### src/rtl/rwd_pkg.sv
package rwd_pkg;
    localparam int NUM_DIGITS = 5;
    localparam int CODE_W     = 3;
    localparam int SEG_W      = 7;
    localparam logic [CODE_W-1:0] CODE_BLANK = 3'b100;
    localparam logic [SEG_W-1:0]  SEG_OFF    = '1;

    typedef logic [CODE_W-1:0] code_t;
    typedef logic [SEG_W-1:0]  seg_t;
    typedef code_t [NUM_DIGITS-1:0] word_t;
endpackage

### src/rtl/rwd_char_bank.sv
module rwd_char_bank
    import rwd_pkg::*;
(
    input  logic                  clk,
    input  logic                  rst,
    input  code_t                 code_i,
    input  logic [NUM_DIGITS-1:0] stb_i,
    output word_t                 word_o
);
    typedef struct packed {
        word_t                 slots;
        logic [NUM_DIGITS-1:0] stb_prev;
    } bank_t;

    bank_t st_d, st_q;
    logic [NUM_DIGITS-1:0] rise;

    assign rise = stb_i & ~st_q.stb_prev;

    always_comb begin
        st_d          = st_q;
        st_d.stb_prev = stb_i;
        for (int k = 0; k < NUM_DIGITS; k++) begin
            if (rise[k]) st_d.slots[k] = code_i;
        end
        if (rst) begin
            for (int k = 0; k < NUM_DIGITS; k++) st_d.slots[k] = CODE_BLANK;
            st_d.stb_prev = '0;
        end
    end

    always_ff @(posedge clk) begin
        st_q <= st_d;
    end

    assign word_o = st_q.slots;
endmodule

### src/rtl/rwd_rot_select.sv
module rwd_rot_select
    import rwd_pkg::*;
(
    input  word_t      word_i,
    input  code_t      rot_i,
    output word_t      pick_o
);
    for (genvar k = 0; k < NUM_DIGITS; k++) begin : g_digit
        always_comb begin
            pick_o[k] = CODE_BLANK;
            for (int j = 0; j < NUM_DIGITS; j++) begin
                if (rot_i == CODE_W'(j)) pick_o[k] = word_i[(k + j) % NUM_DIGITS];
            end
        end
    end
endmodule

### src/rtl/rwd_seg_decode.sv
module rwd_seg_decode
    import rwd_pkg::*;
(
    input  code_t code_i,
    output seg_t  seg_o
);
    always_comb begin
        unique case (code_i)
            3'b000:  seg_o = 7'b0001001;
            3'b001:  seg_o = 7'b0000110;
            3'b010:  seg_o = 7'b1000111;
            3'b011:  seg_o = 7'b1000000;
            default: seg_o = SEG_OFF;
        endcase
    end
endmodule

### src/rtl/rot_word_display.sv
module rot_word_display
    import rwd_pkg::*;
(
    input  logic       clk,
    input  logic       rst,
    input  logic [2:0] char_code,
    input  logic [4:0] load_stb,
    input  logic [2:0] rot_sel,
    output logic [6:0] seg0,
    output logic [6:0] seg1,
    output logic [6:0] seg2,
    output logic [6:0] seg3,
    output logic [6:0] seg4
);
    word_t slots;
    word_t picked;
    seg_t  segs [NUM_DIGITS];

    rwd_char_bank u_bank (
        .clk    (clk),
        .rst    (rst),
        .code_i (char_code),
        .stb_i  (load_stb),
        .word_o (slots)
    );

    rwd_rot_select u_rot (
        .word_i (slots),
        .rot_i  (rot_sel),
        .pick_o (picked)
    );

    for (genvar k = 0; k < NUM_DIGITS; k++) begin : g_dec
        rwd_seg_decode u_dec (
            .code_i (picked[k]),
            .seg_o  (segs[k])
        );
    end

    assign seg0 = segs[0];
    assign seg1 = segs[1];
    assign seg2 = segs[2];
    assign seg3 = segs[3];
    assign seg4 = segs[4];
endmodule

### config.mk
export PLATFORM = sky130hd
export DESIGN_NAME = rot_word_display
export DESIGN_NICKNAME = d
export VERILOG_FILES = /design/src/rtl/rwd_pkg.sv /design/src/rtl/rwd_char_bank.sv /design/src/rtl/rwd_rot_select.sv /design/src/rtl/rwd_seg_decode.sv /design/src/rtl/rot_word_display.sv
export SDC_FILE = /design/constraint.sdc
export NUM_CORES = 1
export LEC_CHECK = 0
export BUFFER_PORTS_ARGS = -buffer_cell sky130_fd_sc_hd__buf_4
export CELL_PAD_IN_SITES_DETAIL_PLACEMENT = 1
export CELL_PAD_IN_SITES_GLOBAL_PLACEMENT = 2
export CORE_AREA = 2 2 64 91
export DETAILED_ROUTE_END_ITERATION = 12
export DIE_AREA = 0 0 66 93
export PLACE_DENSITY_LB_ADDON = 0.08
export SYNTH_ARGS = -nofsm -noshare
export SYNTH_HDL_FRONTEND = slang
export SYNTH_SLANG_ARGS = --single-unit
### constraint.sdc
create_clock -name clk -period 1.8 [get_ports clk]
set_input_delay 0.09 -clock clk [delete_from_list [all_inputs] [get_ports clk]]
set_output_delay 0.09 -clock clk [all_outputs]
set_load 0.02 [all_outputs]
==> out/results.txt <==
Hold Violations, Final - 0
Pwr/cell area - 579 nW/um2
Total cell area at the placement stage - 1880 um2
Utilization after layout - 41.7%
Worst hold slack across all endpoints - 0.0491 ns
Clock network fraction of design power - 26.6%
CTS root buffer - clkbuf_8
Vias per cell - 5.11
Number of antenna violations at the first check in global routing - 0
Cell internal pwr - 0.000882 W
Netlist Area Pre-Place - 1560 um2
Final routed wirelength across all metal layers - 4640 um
Clock skew - 0.00420 ns
Clock slew at reported path FFs - 0.07 ns
Max_cap viols - 0
Crit path time final - 1.92 ns
Ports placed on the boundary - 48
Number of cells in the design after placement - 264
Drt pass-1 iters - 4
Largest net degree at the start of global routing - 21
Simple-gate area share of the yosys netlist - 21.3%
Starting DRC count in detailed routing - 20
Post-route insts no fill - 281
Peak supply drop - 0.360 mV
Final HPWL DP - 3560 um
Antenna Cells - 0
Outcome - finished, violations left
Worst-case headroom to the max-slew limit - 69.2%
Global-route wire length before repair - 7280 um
Area added between synthesis and finish - 43.5%
RSZ-0062 raised after global routing - true
Number of levels in the clock H-tree - 1
Total routing resource utilization after global routing - 15.3%
TritonCTS sink count - 20
Lkg Pwr - 0.925 nW
Compound-Gate Fraction of Synth Area - 14.8%
Die Footprint - 6140 um2
Final setup viols - 12
Area of all placed cells without fillers - 2240 um2
Kind of start point of the critical path - register
Max Buffers Root-to-Sink - 2
Share of cell area taken by muxes after synthesis - 28.4%
Source-to-sink clock delay at the later pin of the worst-skew pair - 0.26 ns
Vias in the first global route - 1457
Largest family of logic cells by synthesized area - multiplexers
Area share of xor/xnor cells in the synthesized design - 0%
Warnings, synthesis - 0
PnR Total Power - 0.00130 W
Overflow left after global routing - 0
Data required time of the critical path - 1.71 ns
DRC violation count after routing - 0
Sw power - 0.000414 W
Worst-margin pin slew - 0.461 ns
Share of synthesized cell area in full adder, half adder and majority cells - 0%
Area of the core - 5370 um2
Most frequent cells in the layout - buf_4, buf_6, nand2_1
Worst setup path class - register to primary output
Via count of the routed design - 1435
Fraction of the yosys area taken by sequential cells - 25.7%
Post-synth net total - 177
Proportion of layout cells with a drive suffix above 1 - 55.9%
Antenna-violating nets left - 0
Hold Path Class - input pin to register
Critical Path AT - 1.83 ns
Post-route fraction of the period consumed by the critical path - 107%
Leading cell type in the layout, fill and taps excluded - buf_4
Initial Util - 29.1%
CTS tree - yes
Chip Width - 66 um
Power share of the combinational group - 34.4%
Worst-path fanout max - 6
Average instance area after synthesis - 9.51 um2
Achievable clock frequency - 520 MHz
Number of buffers inserted by port buffering - 47
Portion of total power attributed to sequential cells - 39.0%
Cell count after synthesis - 164
Number of storage elements in the synthesis netlist - 20
Floorplan row count - 32
Type of destination of the critical path - primary output
Final Max Slew Viols - 0
Worst setup slack after layout - -0.124 ns
Inserted Clock Buffers - 3
Mean routed wirelength per cell - 16.5 um
Global placer's final weighted congestion - 0.755
Synth cell types - 30
Cts hold-fix bufs - 0
Violations in the final reports - negative setup slack
Number of nets in the layout - 227
Chip height - 93 um
Sw Ratio - 31.9%
[state kept, by name (all words and copies together) (netlist names)]
register       cells
u_bank.word_o     15
u_bank.st_q        5
[per-layer routing]
metal | vias up | share of wire [%] | global-route usage, %
met5 | - | 0 | 0
met4 | 0 | 2.4 | 5.78
met3 | 10 | 2.8 | 0.722
met2 | 38 | 59 | 29.5
met1 | 707 | 36 | 17.0
li1 | 680 | - | -
[synthesized netlist by cell type]
library cell	n	share of area (%)
dfxtp_1	20	26
nand3_1	6	1.9
or3_1	1	0.40
nand2_1	24	5.8
a211o_1	1	0.56
buf_4	10	4.8
nand2b_1	8	3.2
clkbuf_1	2	0.48
mux2i_1	15	9.6
a22oi_1	4	1.9
nor3b_4	1	1.2
o22ai_4	1	1.3
a31o_1	1	0.56
nor2_1	11	2.6
buf_6	4	2.9
o22ai_2	4	3.2
inv_1	5	1.2
nor2b_1	7	2.8
a21oi_1	4	1.3
nand4_1	1	0.40
and3_1	4	1.6
mux4_2	10	14
o21ai_1	4	1.3
or3_4	1	0.72
a22oi_2	5	4.0
inv_2	1	0.24
buf_2	1	0.32
mux2_1	6	4.3
and2b_2	1	0.56
a21bo_1	1	0.64
[power by group through the flow]
stage | combinational [W] | clock [W] | sequential [W]
2_1_floorplan | 0.000276 | 0 | 0.000500
3_5_place_dp | 0.000371 | 0 | 0.000517
5_1_grt | 0.000481 | 0.000365 | 0.000511
6_report | 0.000446 | 0.000344 | 0.000506
4_1_cts | 0.000420 | 0.000349 | 0.000503
3_3_place_gp | 0.000362 | 0 | 0.000514
[final cells by class]
cell class | instances | area (um2)
fill | 628 | 3130
multi-input combinational | 121 | 1110
timing repair buffer | 62 | 537
sequential | 20 | 425
tap | 68 | 85.1
clock buffer | 4 | 55.1
inverter | 6 | 22.5
[stage by stage]
| stage | setup WS (ns) | TNS, ns |
|---|---|---|
| 2_1_floorplan | 0.0771 | 0 |
| 3_3_place_gp | 0.138 | 0 |
| 5_1_grt | -0.213 | -1.60 |
| 4_1_cts | -0.114 | -0.804 |
| 3_5_place_dp | 0.0912 | 0 |
| 6_report | -0.124 | -0.650 |
[timing repair]
action / CTS / global route
endpoints found under the setup margin: 12 / 33
gates resized for setup: 35 / 23
pin swaps: 10 / 15
buffers inserted: 11 / 2
[worst paths after layout]
kind	start	endpoint	slack [ns]	cells past startpoint
max	u_bank.word_o[1]	seg2[1]	-0.12	5
min	load_stb[0]	u_bank.st_q[0]	0.05	2
max reg2reg	u_bank.st_q[0]	u_bank.word_o[2]	0.66	3
min reg2reg	u_bank.word_o[4]	u_bank.word_o[4]	0.56	2
[cells by family (layout without fill, tap and decap cells)]
kind of cell / Yosys count / count (layout)
simple gates: 65 / 65
flops: 20 / 20
buf+inv: 23 / 72
mux: 31 / 31
compound gates: 25 / 25
[worst max-delay path, cell delays in order (launching register included)]
cell	delay (ns)
dfxtp_4	0.37
mux4_2	0.49
a22oi_2	0.19
nand4_1	0.14
a21bo_1	0.23
buf_6	0.14
No activity file was read; power rests on OpenSTA's default activity.
